## src/rtl/sat_pkg.sv

```systemverilog
package sat_pkg;
  localparam int SAT_W = 8;

  typedef enum logic {
    ARITH_UNSIGNED = 1'b0,
    ARITH_SIGNED   = 1'b1
  } arith_e;

  // which clamp the range check selected
  typedef struct packed {
    logic hi;
    logic lo;
  } clamp_s;
endpackage

```

## src/rtl/sat_fa_cell.sv

```systemverilog
module sat_fa_cell (
  input  logic x_i,
  input  logic y_i,
  input  logic ci_i,
  output logic s_o,
  output logic co_o
);
  logic xy;
  always_comb begin
    xy   = x_i ^ y_i;
    s_o  = xy ^ ci_i;
    co_o = (x_i & y_i) | (xy & ci_i);
  end
endmodule

```

## src/rtl/sat_ripple.sv

```systemverilog
module sat_ripple #(
  parameter int W = sat_pkg::SAT_W
) (
  input  logic [W-1:0] x_i,
  input  logic [W-1:0] y_i,
  input  logic         ci_i,
  output logic [W-1:0] sum_o,
  output logic         c_msb_in_o,
  output logic         c_out_o
);
  localparam int MSB = W - 1;

  // each stage owns its carry; the next stage reads it by name
  for (genvar i = 0; i < W; i++) begin : stg
    logic ci;
    logic co;
    if (i == 0) begin : g_first
      assign ci = ci_i;
    end else begin : g_link
      assign ci = stg[i-1].co;
    end
    sat_fa_cell u_fa (
      .x_i  (x_i[i]),
      .y_i  (y_i[i]),
      .ci_i (ci),
      .s_o  (sum_o[i]),
      .co_o (co)
    );
  end

  assign c_msb_in_o = stg[MSB].ci;
  assign c_out_o    = stg[MSB].co;
endmodule

```

## src/rtl/sat_range_chk.sv

```systemverilog
module sat_range_chk (
  input  sat_pkg::arith_e mode_i,
  input  logic            sub_i,
  input  logic            a_msb_i,
  input  logic            c_msb_in_i,
  input  logic            c_out_i,
  output sat_pkg::clamp_s clamp_o
);
  import sat_pkg::*;

  logic sgn_v;

  always_comb begin
    sgn_v   = c_out_i ^ c_msb_in_i;
    clamp_o = '0;
    if (mode_i == ARITH_SIGNED) begin
      // overflow direction follows the first operand's sign
      clamp_o.hi = sgn_v & ~a_msb_i;
      clamp_o.lo = sgn_v &  a_msb_i;
    end else if (sub_i) begin
      // missing carry out of the top stage means a borrow
      clamp_o.lo = ~c_out_i;
    end else begin
      clamp_o.hi = c_out_i;
    end
  end
endmodule

```

## src/rtl/sat_clamp.sv

```systemverilog
module sat_clamp #(
  parameter int W = sat_pkg::SAT_W
) (
  input  logic [W-1:0]    sum_i,
  input  sat_pkg::arith_e mode_i,
  input  sat_pkg::clamp_s clamp_i,
  output logic [W-1:0]    sat_o
);
  import sat_pkg::*;

  localparam logic [W-1:0] U_MAX = {W{1'b1}};
  localparam logic [W-1:0] U_MIN = {W{1'b0}};
  localparam logic [W-1:0] S_MAX = {1'b0, {(W-1){1'b1}}};
  localparam logic [W-1:0] S_MIN = {1'b1, {(W-1){1'b0}}};

  logic [W-1:0] lim_hi;
  logic [W-1:0] lim_lo;

  always_comb begin
    lim_hi = (mode_i == ARITH_SIGNED) ? S_MAX : U_MAX;
    lim_lo = (mode_i == ARITH_SIGNED) ? S_MIN : U_MIN;
    unique case (1'b1)
      clamp_i.hi: sat_o = lim_hi;
      clamp_i.lo: sat_o = lim_lo;
      default:    sat_o = sum_i;
    endcase
  end
endmodule

```

## src/rtl/sat_addsub.sv

```systemverilog
module sat_addsub #(
  parameter int W = sat_pkg::SAT_W
) (
  input  logic [W-1:0] a,
  input  logic [W-1:0] b,
  input  logic         op_sub,
  input  logic         mode_signed,
  output logic [W-1:0] sum_raw,
  output logic [W-1:0] sat_out,
  output logic         ovf,
  output logic         sat_high,
  output logic         sat_low
);
  import sat_pkg::*;

  arith_e       mode;
  logic [W-1:0] b_eff;
  logic         c_msb_in;
  logic         c_out;
  clamp_s       clamp;

  always_comb begin
    mode  = arith_e'(mode_signed);
    b_eff = op_sub ? ~b : b;
  end

  sat_ripple #(.W(W)) u_chain (
    .x_i        (a),
    .y_i        (b_eff),
    .ci_i       (op_sub),
    .sum_o      (sum_raw),
    .c_msb_in_o (c_msb_in),
    .c_out_o    (c_out)
  );

  sat_range_chk u_range (
    .mode_i     (mode),
    .sub_i      (op_sub),
    .a_msb_i    (a[W-1]),
    .c_msb_in_i (c_msb_in),
    .c_out_i    (c_out),
    .clamp_o    (clamp)
  );

  sat_clamp #(.W(W)) u_clamp (
    .sum_i   (sum_raw),
    .mode_i  (mode),
    .clamp_i (clamp),
    .sat_o   (sat_out)
  );

  assign sat_high = clamp.hi;
  assign sat_low  = clamp.lo;
  assign ovf      = clamp.hi | clamp.lo;
endmodule

```

## config.mk

```make
export PLATFORM = sky130hd
export DESIGN_NAME = sat_addsub
export DESIGN_NICKNAME = d
export VERILOG_FILES = /design/src/rtl/sat_pkg.sv /design/src/rtl/sat_fa_cell.sv /design/src/rtl/sat_ripple.sv /design/src/rtl/sat_range_chk.sv /design/src/rtl/sat_clamp.sv /design/src/rtl/sat_addsub.sv
export SDC_FILE = /design/constraint.sdc
export NUM_CORES = 1
export LEC_CHECK = 0
export ABC_AREA = 0
export BUFFER_PORTS_ARGS = -buffer_cell sky130_fd_sc_hd__buf_4
export CAP_MARGIN = 20
export CORE_AREA = 2 2 39 41
export DETAILED_ROUTE_END_ITERATION = 8
export DIE_AREA = 0 0 41 43
export GPL_ROUTABILITY_DRIVEN = 1
export GPL_TIMING_DRIVEN = 0
export PLACE_DENSITY = 0.69
export REMOVE_ABC_BUFFERS = 1
export SKIP_LAST_GASP = 1
export SYNTH_ARGS = -nofsm -noshare
export SYNTH_HDL_FRONTEND = slang
export SYNTH_HIERARCHICAL = 1
export SYNTH_SLANG_ARGS = --single-unit
```

## constraint.sdc

```tcl
create_clock -name vclk -period 6.3
set_clock_uncertainty 0.15 [all_clocks]
set_input_delay 0.63 -clock vclk [all_inputs]
set_output_delay 0.63 -clock vclk [all_outputs]
set_load 0.03 [all_outputs]
```

==> key figures <==
Outcome
  • Outcome: complete, no violations

Timing
  • Final Max Tran Viols: 0
  • Worst setup margin: 0.163 ns
  • # setup viols final: 0
  • RSZ-0062 raised after global routing: false
  • Final period utilization: between 90 and 100%
  • Final hold violations: 0
  • Final worst path period need: between 6 and 7 ns
  • Least-Margin Pin Slew: 0.232 ns
  • Fmax: 163 MHz
  • WHS: between 1.5 and 2 ns
  • Slew headroom: 84.5%

GRT
  • Number of global-route vias before repair: 354
  • Global-route wire length before repair: between 1000 and 1500 µm
  • Congestion Overflow GR: 0
  • Overall Global Routing Usage: 11.4%
  • Pin count of the biggest net entering global routing: 12
  • Antenna violations before repair: 0

Power
  • Psw: 0.000114 W
  • VDD IR-drop max: 0.103 mV
  • Comb pwr share: 100.0%
  • Pleak: 0.358 nW
  • Power per cell area: between 200 and 300 mW/mm²
  • Clock share of power: 0%
  • Switching Share: 58.5%
  • Sequential share of power: 0%
  • P_int: 0.0000809 W
  • Post-layout power: about 0.00019 W

Drt
  • Routed WL: 1090 µm
  • Antenna-violating nets left: 0
  • Drt first pass iters: 3
  • Via count: 430
  • Routed WL per cell: 12.2 µm
  • # DRC: 0
  • Drt initial violations: 3
  • Vias per cell: 4.83

Critical path
  • Critical Path Most Common Cell: fa_1
  • Slowest stage cell, crit path: fa_1
  • Slowest stage delay, CP: 0.41 ns
  • WP data required: 5.52 ns
  • Critical path class: in2out
  • Critical Path Start: op_sub
  • Crit path DAT: ~5.4 ns
  • CP Max Fanout: 11
  • CP top delay family: adder cells
  • Critical Path Start Type: input port
  • Crit path capture type: output pin
  • Bufs and invs on worst path: 2
  • Worst-path cell chain: buf_4, xor2_1, fa_1, fa_1, fa_1, fa_1, fa_1, fa_1, fa_2, fa_2, and4bb_1, a211o_2, nor2b_4, a221o_1, buf_4

Die
  • Die footprint: 0.00176 mm²
  • Rows: 14
  • Die Wd: roughly 40 µm
  • Die Ht: roughly 43 µm
  • Core box area: 0.00138 mm²
  • Initial Util: 30.4%
  • I/O pins: 37

Logic synthesis
  • XOR/XNOR share of the synthesized area: 16.7%
  • Largest family of logic cells by synthesized area: adder cells
  • Area share of the largest cell type after synthesis: a little under two fifths
  • Post-synth top cells: fa_1, xor2_1, a21o_2
  • Synth Area in Compound Gates: roughly a fifth
  • Seq/Total Area, Yosys: 0%
  • Area leader, netlist: fa_1
  • Mapped Avg Cell Area: between 10 and 15 µm²
  • Mapped cell area: 420 µm²
  • Simple-gate area share of the yosys netlist: 19.9%
  • Netlist cell types: 14
  • Synth Area in Adders: 38.1%
  • Synth area leaders: fa_1, xor2_1, a21o_2, and4bb_1, buf_6
  • Post-synthesis mux area share: 0%
  • YS warnings: 6
  • Gate count of the mapped netlist: 38

Final layout
  • Final Cell Area: 702 µm²
  • Layout area overhead: 67.0%
  • Clock buffer count: 0
  • FFs & Latches: 0
  • Fraction of layout cells with a size suffix above 1: 67.1%
  • Fillers: 132
  • Register Area: 0 µm²
  • Final #Nets: roughly 100
  • Diodes inserted: 0

Worst hold path
  • Hold_sp: a[3]
  • Hold Path Class: in2out

Placed design
  • # port buffers: 37
  • Pre-CTS setup slack: -0.0164 ns
  • GPL Wtd Cong: 0.697
  • Placed Area: just under 700 µm²
  • Dpl hpwl: 912 µm

Job
  • Number of max-cap violations: 0
[placed cells by master, fill, tap and decap left out]
cell type   n
a21o_2      7
or3b_1      1
a211o_2     1
nand3_1     1
inv_1       1
nor2b_4     1
and4bb_1    2
a221o_1     1
fa_2        2
fa_1        6
nand4b_1    2
buf_4      37
xor2_1      8
nor2_1      2
or2_2       1
[power groups by stage]
stage	clock network, W	registers, W	logic (W)
floorplan	0	0	0.000131
global placement	0	0	0.000193
detailed placement	0	0	0.000195
CTS	0	0	0.000196
global route	0	0	0.000207
finish	0	0	0.000195
[final timing paths]
path	end	cells after the start
worst max-delay path	sat_out[7]	15
worst min-delay path	sum_raw[3]	3
[layer usage]
metal	vias up	part of all wire, %	track usage (%)
li1	205	-	-
met1	198	37	15.5
met2	27	47	19.7
met3	0	15	1.05
met4	0	0	0
met5	-	0	0
[logic make-up after synthesis]
kind of cell,after synthesis
xor+xnor,8
compound gates,9
fa+ha+maj,8
buf+inv,3
simple gates,10
[repair_timing]
action	CTS	global route
pin swaps	0	0
resized for setup	2	1
hold buffers	0	0
buffers inserted	0	0
setup endpoints to repair	1	1
[per-stage QoR]
stage	util (%)	TNS [ns]	instances
finish	50.7	0	89
CTS	50.5	0	89
global route	50.7	0	89
floorplan	-	0	36
global placement	50.3	0	89
detailed placement	50.3	-0.0164	89
[layout make-up]
class | instances | area, µm² | area share (%)
Timing Repair Buffer | 37 | 278 | 39.6
Inverter | 1 | 3.75 | 0.535
Tap cell | 16 | 20.0 | 2.85
Multi-Input combinational cell | 35 | 400 | 57.0
Note: power is estimated with default switching activity, not from simulation.
